### config.mk
export PLATFORM = sky130hd
export DESIGN_NAME = pwr_rail_seq
export DESIGN_NICKNAME = d
export VERILOG_FILES = /design/src/rtl/pseq_pkg.sv /design/src/rtl/pseq_ramp.sv /design/src/rtl/pseq_goodflag.sv /design/src/rtl/pwr_rail_seq.sv
export SDC_FILE = /design/constraint.sdc
export NUM_CORES = 1
export LEC_CHECK = 0
export ABC_AREA = 1
export BUFFER_PORTS_ARGS = -buffer_cell sky130_fd_sc_hd__buf_4
export CAP_MARGIN = 20
export CORE_MARGIN = 2
export CORE_UTILIZATION = 54
export DETAILED_ROUTE_END_ITERATION = 8
export PLACE_DENSITY_LB_ADDON = 0.15
export RECOVER_POWER = 25
export SLEW_MARGIN = 25
export SYNTH_ARGS = -nofsm -noshare
export SYNTH_HDL_FRONTEND = slang
export SYNTH_SLANG_ARGS = --single-unit
### constraint.sdc
create_clock -name clk -period 2.03 [get_ports clk]
set_input_delay 0.203 -clock clk [delete_from_list [all_inputs] [get_ports clk]]
set_output_delay 0.203 -clock clk [all_outputs]
set_load 0.01 [all_outputs]
### src/rtl/pseq_pkg.sv
package pseq_pkg;

    localparam int RAMP_W_DEF   = 10;
    localparam int RAMP_MAX_DEF = 1000;
    localparam int STEP_W_DEF   = 8;

    // Ramp levels as fractions of full scale (full scale ~ 4.5 V)
    function automatic int low_level(input int fs);      // ~0.8 V
        return (fs * 8) / 45;
    endfunction

    function automatic int valley_level(input int fs);   // ~1.25 V
        return (fs * 5) / 18;
    endfunction

    function automatic int up_level(input int fs);       // ~4.0 V
        return (fs * 8) / 9;
    endfunction

    function automatic int jump_level(input int fs);     // quick first jump
        return fs / 4;
    endfunction

    typedef enum logic [1:0] {
        PH_ZERO  = 2'd0,
        PH_CLIMB = 2'd1,
        PH_FULL  = 2'd2
    } ramp_phase_t;

    typedef struct packed {
        logic bus;
        logic gfx;
        logic core;
    } rail_en_t;

    typedef struct packed {
        logic clear;
        logic go;
    } ramp_ctl_t;

endpackage

### src/rtl/pseq_ramp.sv
module pseq_ramp
    import pseq_pkg::*;
#(
    parameter int RW   = RAMP_W_DEF,
    parameter int MAX  = RAMP_MAX_DEF,
    parameter int SW   = STEP_W_DEF,
    parameter int JUMP = 0,
    parameter int UP   = 888
) (
    input  logic          clk,
    input  logic          rst,
    input  ramp_ctl_t     ctl,
    input  logic [SW-1:0] step,
    output logic [RW-1:0] code,
    output logic          up
);

    localparam logic [RW:0]   MAX_X = (RW+1)'(MAX);
    localparam logic [RW-1:0] MAX_C = RW'(MAX);
    localparam logic [RW-1:0] UP_C  = RW'(UP);

    logic [RW-1:0] code_q;
    logic [RW-1:0] code_d;
    logic [RW-1:0] sat_v;
    logic [RW-1:0] start_v;
    logic [RW:0]   sum;
    ramp_phase_t   phase;

    // saturating increment
    always_comb begin
        sum   = {1'b0, code_q} + {{(RW+1-SW){1'b0}}, step};
        sat_v = (sum > MAX_X) ? MAX_C : sum[RW-1:0];
    end

    // variant: quick jump on the first step, or a plain climb from zero
    generate
        if (JUMP > 0) begin : g_jump
            assign start_v = RW'(JUMP);
        end else begin : g_plain
            assign start_v = sat_v;
        end
    endgenerate

    always_comb begin
        if (code_q == '0)
            phase = PH_ZERO;
        else if (code_q == MAX_C)
            phase = PH_FULL;
        else
            phase = PH_CLIMB;
    end

    always_comb begin
        code_d = code_q;
        if (ctl.clear) begin
            code_d = '0;
        end else begin
            case (phase)
                PH_ZERO:  code_d = ctl.go ? start_v : '0;
                PH_CLIMB: code_d = sat_v;
                PH_FULL:  code_d = MAX_C;
                default:  code_d = '0;
            endcase
        end
    end

    always_ff @(posedge clk) begin
        if (rst)
            code_q <= '0;
        else
            code_q <= code_d;
    end

    assign code = code_q;
    assign up   = (code_q > UP_C);

    AST_RAMP_LIMIT: assert property (@(posedge clk) disable iff (rst)
        code_q <= MAX_C);
    AST_RAMP_CLEAR: assert property (@(posedge clk) disable iff (rst)
        ctl.clear |=> (code_q == '0));
    AST_RAMP_MONO: assert property (@(posedge clk) disable iff (rst)
        !ctl.clear |=> (code_q >= $past(code_q)));

endmodule

### src/rtl/pseq_goodflag.sv
module pseq_goodflag (
    input  logic clk,
    input  logic rst,
    input  logic qual,
    input  logic arm,
    output logic good
);

    logic held_q;

    // latched once armed while qualified; dropped as soon as qualification fails
    always_ff @(posedge clk) begin
        if (rst)
            held_q <= 1'b0;
        else
            held_q <= qual & (held_q | arm);
    end

    assign good = held_q & qual;

endmodule

### src/rtl/pwr_rail_seq.sv
module pwr_rail_seq
    import pseq_pkg::*;
#(
    parameter int RAMP_W   = RAMP_W_DEF,
    parameter int RAMP_MAX = RAMP_MAX_DEF,
    parameter int STEP_W   = STEP_W_DEF
) (
    input  logic              clk,
    input  logic              rst,
    input  logic              bias_ok,
    input  logic              main_ok,
    input  logic              aux_ok,
    input  logic              shut_req,
    input  logic [STEP_W-1:0] step_cfg,
    input  logic              rail2_ok,
    input  logic              rail3_ok,
    input  logic              rail4_ok,
    input  logic              core_inwin,
    input  logic              sw_pulse,
    output logic              en_bus,
    output logic              en_gfx,
    output logic              en_core,
    output logic              en_chip,
    output logic              chip_full,
    output logic [RAMP_W-1:0] ramp_a,
    output logic [RAMP_W-1:0] ramp_b,
    output logic              up_a,
    output logic              up_b,
    output logic              bus_good,
    output logic              sys_good
);

    localparam int LOW_T = low_level(RAMP_MAX);
    localparam int VAL_T = valley_level(RAMP_MAX);
    localparam int UP_T  = up_level(RAMP_MAX);
    localparam int JMP_T = jump_level(RAMP_MAX);
    localparam logic [RAMP_W-1:0] LOW_C = RAMP_W'(LOW_T);
    localparam logic [RAMP_W-1:0] VAL_C = RAMP_W'(VAL_T);
    localparam int NGOOD = 2;

    logic      supplies_ok;
    logic      rails_on;
    ramp_ctl_t ctl_a;
    ramp_ctl_t ctl_b;
    rail_en_t  rail_en;
    logic      bus_qual;
    logic      sys_qual;
    logic      chip_q;
    logic [NGOOD-1:0] g_qual;
    logic [NGOOD-1:0] g_arm;
    logic [NGOOD-1:0] g_out;

    assign supplies_ok = bias_ok & main_ok & aux_ok;
    assign rails_on    = (ramp_a > LOW_C);

    always_comb begin
        ctl_a.clear = ~supplies_ok | shut_req;
        ctl_a.go    = 1'b1;
        ctl_b.clear = ctl_a.clear | ~rails_on;
        ctl_b.go    = rail2_ok;
    end

    pseq_ramp #(
        .RW(RAMP_W), .MAX(RAMP_MAX), .SW(STEP_W), .JUMP(JMP_T), .UP(UP_T)
    ) u_ramp_a (
        .clk(clk), .rst(rst), .ctl(ctl_a), .step(step_cfg),
        .code(ramp_a), .up(up_a)
    );

    pseq_ramp #(
        .RW(RAMP_W), .MAX(RAMP_MAX), .SW(STEP_W), .JUMP(0), .UP(UP_T)
    ) u_ramp_b (
        .clk(clk), .rst(rst), .ctl(ctl_b), .step(step_cfg),
        .code(ramp_b), .up(up_b)
    );

    always_comb begin
        rail_en.bus  = rails_on;
        rail_en.gfx  = rails_on;
        rail_en.core = rails_on & (ramp_b > VAL_C);
    end

    assign en_bus  = rail_en.bus;
    assign en_gfx  = rail_en.gfx;
    assign en_core = rail_en.core;

    assign bus_qual = rail_en.core & rail2_ok;
    assign sys_qual = rail_en.core & core_inwin & rail2_ok & rail3_ok & rail4_ok;

    // index 0: early bus good (armed by a switching pulse), 1: system good
    assign g_qual = {sys_qual, bus_qual};
    assign g_arm  = {1'b1, sw_pulse};

    generate
        for (genvar gi = 0; gi < NGOOD; gi++) begin : g_good
            pseq_goodflag u_flag (
                .clk(clk), .rst(rst),
                .qual(g_qual[gi]), .arm(g_arm[gi]),
                .good(g_out[gi])
            );
        end
    endgenerate

    assign bus_good = g_out[0];
    assign sys_good = g_out[1];

    // chipset rail: enabled apart from the supply monitors
    always_ff @(posedge clk) begin
        if (rst)
            chip_q <= 1'b0;
        else
            chip_q <= 1'b1;
    end

    assign en_chip   = chip_q;
    assign chip_full = rails_on;

    AST_B_WAITS_BUS: assert property (@(posedge clk) disable iff (rst)
        (ramp_b != '0 && $past(ramp_b) == '0) |-> $past(rail2_ok));
    AST_BUS_GOOD_PULSE: assert property (@(posedge clk) disable iff (rst)
        $rose(bus_good) |-> $past(sw_pulse));
    AST_SYS_GOOD_QUAL: assert property (@(posedge clk) disable iff (rst)
        $rose(sys_good) |-> $past(sys_qual));
    AST_SHUT_CLEARS: assert property (@(posedge clk) disable iff (rst)
        shut_req |=> (ramp_a == '0 && ramp_b == '0 && !en_core));
    AST_CHIP_STAYS: assert property (@(posedge clk) disable iff (rst)
        $past(!rst) |-> en_chip);

endmodule

==> Yosys cells after proc, flatten, opt, wreduce, memory -nomap -nowiden <==
Index checks and enable logic that the tools add are counted.
{ "totals": {"ff_bits": 23, "in_bits": 19, "out_inout_bits": 29, "word_cells": 51} }
{ "op_classes": {"n_addsub": 2, "order_cmp": 6, "n_eq_ne": 6, "muxes": 10, "bitwise": 16, "reduce_logical": 6} }
{ "ops": {"columns": ["operator", "count"], "rows": [
  ["10-bit case mux with 3 select lines", 2],
  ["10-bit 2-to-1 mux", 3],
  ["10-bit by 8-bit adder with 11-bit output", 2],
  ["11-bit by 10-bit > comparator with 1-bit output (second input constant)", 2],
  ["10-bit equality test (second input constant)", 2],
  ["10-bit > comparator (second input constant)", 2],
  ["10-bit zero test", 2],
  ["1-bit AND", 11],
  ["10-bit by 8-bit > comparator with 1-bit output (second input constant)", 1],
  ["10-bit by 9-bit > comparator with 1-bit output (second input constant)", 1],
  ["2-bit 2-to-1 mux", 4],
  ["2-bit by 1-bit equality test with 1-bit output (second input constant)", 2],
  ["2-bit equality test (second input constant)", 2],
  ["2-bit zero test", 2],
  ["2-bit OR reduction", 2],
  ["1-bit OR", 3],
  ["1-bit inverter", 2],
  ["1-bit 2-to-1 mux", 1]
]} }

==> Depth between registers and ports, before layout <==
{ "logic_depth": {"depth_word": 7, "ltp_mapped": 16, "depth_no_buf": 16} }

==> Hierarchy <==
From an unflattened synthesis, not the netlist that was laid out.
{ "hier_totals": {"hier_cells": 380, "area_unflattened_um2": 2292.2} }
{ "by_module_without_submodules": {"columns": ["module", "instances", "cells_each", "area_per_inst_um2", "seq_area_each_um2"], "rows": [
  ["pseq_ramp (u_ramp_b)", 1, 162, 1019.7, 200.2],
  ["pseq_ramp (u_ramp_a)", 1, 165, 1001.0, 200.2],
  ["pwr_rail_seq", 1, 39, 186.4, 20.0],
  ["pseq_goodflag", 2, 7, 42.5, 20.0]
]} }

==> Worst setup path after synthesis <==
No wires, ideal clock.
{ "synth_timing": {"path_kind": "reg-to-reg", "startpoint": "register u_ramp_a.code_q[0], in the netlist u_ramp_a.code[0]", "endpoint": "register u_ramp_a.code_q[5], in the netlist u_ramp_a.code[5]", "setup_time_ns": 0.113, "t_arrival_ns": 1.861, "required_ns": 1.917, "path_slack_ns": 0.056, "path_stages_with_launch": 15, "n_path_buf": 0, "period_less_slack_ns": 1.974, "path_cell_list": "dfxtp_1 ha_1 inv_1 fa_1 inv_1 nand2_1 nand2_1 nand3_1 nand2_1 xor2_1 nor2_1 nand2_2 nand2_4 o21ai_1 inv_1"} }
{ "synth_via": {"elab_chain_len": 5, "word_cells_on_any_way": 11, "classes_between": "add/sub (1); order compare (1); eq/ne (3); mux (4); reduce/logical (2)"} }
{ "synth_lines": {"columns": ["item", "line", "text"], "rows": [
  ["from (decl)", "pseq_ramp.sv:22", "logic [RW-1:0] code_q;"],
  ["from (signal assigned)", "pseq_ramp.sv:71", "code_q <= code_d;"],
  ["branches (longest 4 deep; another with 10-bit by 8-bit adder with 11-bit output)", null, null],
  ["10-bit case mux with 3 select lines *", "pseq_ramp.sv:58", "case (phase)"]
]} }
Every way passes the cells marked *.
A chain may end at the register's enable or synchronous reset.

==> Worst setup path after layout <==
{ "layout_timing": {"startpoint": "register u_ramp_a.code_q[0], in the netlist u_ramp_a.code[0]", "endpoint": "register u_ramp_a.code_q[8], in the netlist u_ramp_a.code[8]"} }
The elaborated chain is that of the path after synthesis.

==> metrics <==
die height=65 um; share of layout cells above drive strength 1=32.7%; Die W=65 um; cell with the most instances after synthesis=nand2_1; Root Driver=clkbuf_8; Lkg Pwr=1.50 nW; WP data required=2200 ps; Post-synth top cells=nand2_1, inv_1, nand3_1, nor2_1, dfxtp_1; drt pass-1 iters=5; final-report setup violation count=5; Port Buf Inserts=47; Avg WL per Cell=13.4 um; vias per cell=5.41; Setup crit end kind=flip-flop; # rows=22; ranking of synthesized cells by area=dfxtp_1, nand2_1, ha_1; nets=433; Ant. Diodes=0; crit path to=u_ramp_a.code[8]$_SDFF_PP0_; TritonCTS clock tree=done; Area growth syn-to-layout=37.8%; Non-Filler Instances=443; Synth Register Bits=23; Final Critical Period=2090 ps; register area share after synthesis=approximately 23%; Worst Tran Pin Value=371 ps; Worst R2R Start=u_ramp_a.code[0]$_SDFF_PP0_; Cells after DPL=429; CP Launch Type=flip-flop; vias in the first global route=~2.2k; Cell Area, Synth=between 0.002 and 0.0025 sq mm; Top Ports=between 40 and 50; initial DRC count=214; Clk pin slew, worst setup/hold paths=about 90 ps; Slew Limit Fails=0; largest net degree at the start of global routing=14; final setup margin=-55.8 ps; PwrDens=336 mW/mm^2; failing checks=setup timing; reg2reg end=u_ramp_a.code[8]$_SDFF_PP0_; DR vias=around 2.4k; number of synthesized flops with an enable pin=0; Detailed Place HPWL=4.42 mm; Cells after Synth=326; Synth top area share=a little under a quarter; initial core utilization=55.7%; first-pass GRT wire length=9.32 mm; Final period util=103%; CTS H-Tree Depth=1; Yosys cell types=33; Mean Syn Cell Area=6.16 sq um; Routed WL=5.94 mm; post-synth net total=363; final design utilization=76.8%; DRC viols=0; ys flop type=dfxtp_1; crit path kind=flip-flop to flip-flop; TritonCTS Buffers=3; final clock skew=1.99 ps; fraction of registers with async set/reset=0%; Final ANT Viol Nets=0; initial antenna violation count=0; min-delay worst type=input port to flip-flop; Clock Latency Late Sink=270 ps; die area=roughly 0.0042 sq mm; RSZ-0062 raised after global routing=true; status=complete, but fails checks; post-cts hold buffer count=0; CP arrival=between 2000 and 2500 ps; worst vdd ir=391 uV; Hold Violations, Final=0; Max Clock Freq=about 0.48 GHz; FF-to-FF setup slack=-60 ps; grt total ovfl=0; Final Wtd Congestion=around 0.92; CTS Buffer Depth=2; worst-case hold slack=131 ps; Setup crit start=u_ramp_a.code[0]$_SDFF_PP0_; Tot GR Track Use=28.3%; core area=around 0.0036 sq mm; Slew Limit Headroom=approximately three quarters; clk sinks=23; post-synth top area cell=dfxtp_1; Crit Path Max Fanout=3; YS warnings=0; Max Cap Viol=0; Worst R2R Path Depth=15
-- power breakdown --
group | internal [mW] | switching, mW
combinational | 0.0759 | 0.102
sequential | 0.451 | 0.00344
clock | 0.137 | 0.160
total | 0.664 | 0.265
-- how the worst min path moves through the flow --
stage / startpoint / to / slack, ps / depth (start not counted)
after floorplan: rst / en_chip$_DFF_P_ / 270 / 1
after global placement: rst / g_good[1].u_flag.held_q$_SDFF_PP0_ / 390 / 2
after detailed placement: rst / g_good[1].u_flag.held_q$_SDFF_PP0_ / 390 / 2
after CTS: rst / g_good[1].u_flag.held_q$_SDFF_PP0_ / 90 / 2
after global routing: rst / en_chip$_DFF_P_ / 160 / 2
final: rst / en_chip$_DFF_P_ / 130 / 2
-- sequential cells by signal, indices dropped and copies added (netlist names) --
register              cells
en_chip                   1
g_good.u_flag.held_q      2
u_ramp_a.code            10
u_ramp_b.code            10
-- layer usage --
metal  part of all wire (%)  vias to the layer above  GRT usage, %  routed length (um)
met4                    3.6                        0          10.4                 213
met5                      0                        -             0                   0
met3                    4.8                       25          3.47                 283
met1                     41                     1092          34.2                2440
li1                       -                     1192             -                   -
met2                     50                       89          50.9                3000
-- worst max-delay path, stage by stage, from the launching register on --
cell and delay (ps):
dfxtp_2 360, ha_4 140, inv_2 40, fa_2 390
inv_2 60, nand2_2 60, nand2_4 90, nand3_1 90
nand2_2 100, xor2_2 190, buf_4 150, buf_4 100
buf_4 90, nand2_1 40, nand2_1 60, nor2_1 40
-- logic make-up (layout without fill, tap and decap cells) --
logic type	Yosys count	after routing	synth area share (%)
AOI/OAI and AO/OA	32	32	9.22
xor gates and xnor gates	4	4	1.74
DFF	23	23	22.9
buffers and inverters	56	125	11.3
adders and majority gates	18	18	12.0
and+or+nand+nor	193	193	42.9
-- cell type report --
class | instances | area, sq um
Clock inverter | 1 | 5.00
Sequential cell | 23 | 475
Clock buffer | 3 | 41.3
Tap cell | 48 | 60.1
Multi-Input combinational cell | 247 | 1480
Inverter | 52 | 198
Timing Repair Buffer | 69 | 510
Fill cell | 281 | 837
-- what timing repair did --
action / CTS / global route
cloned: 0 / 0
setup endpoints to repair: 6 / 19
buffers inserted: 7 / 3
pin swaps: 3 / 10
resized for setup: 10 / 44
-- cell usage in the layout (no fill, tap or decap), drive strengths merged --
cell,instances
o21a,2
xnor2,1
nor4,1
xor2,3
nand3,32
buf,67
or2,1
nand3b,6
dfxtp,23
a21oi,17
ha,16
a221oi,1
o21ai,6
nor2,30
clkbuf,5
a211oi,1
nand2,101
inv,52
a21o,1
clkinv,1
nor3,14
nand4,6
and3,2
o31ai,1
a31oi,2
fa,2
a21boi,1
-- per-stage QoR --
stage	TNS, ps	instance area, sq um	setup WS, ps	power [mW]
after floorplan	0	2010	55.9	0.565
after global placement	0	2480	12.9	0.623
after detailed placement	-177	2480	-63.0	0.624
after CTS	0	2600	15.1	0.919
after global routing	-1480	2770	-190	0.969
final	-174	2770	-55.8	0.929
No activity file was read; power rests on OpenSTA's default activity.
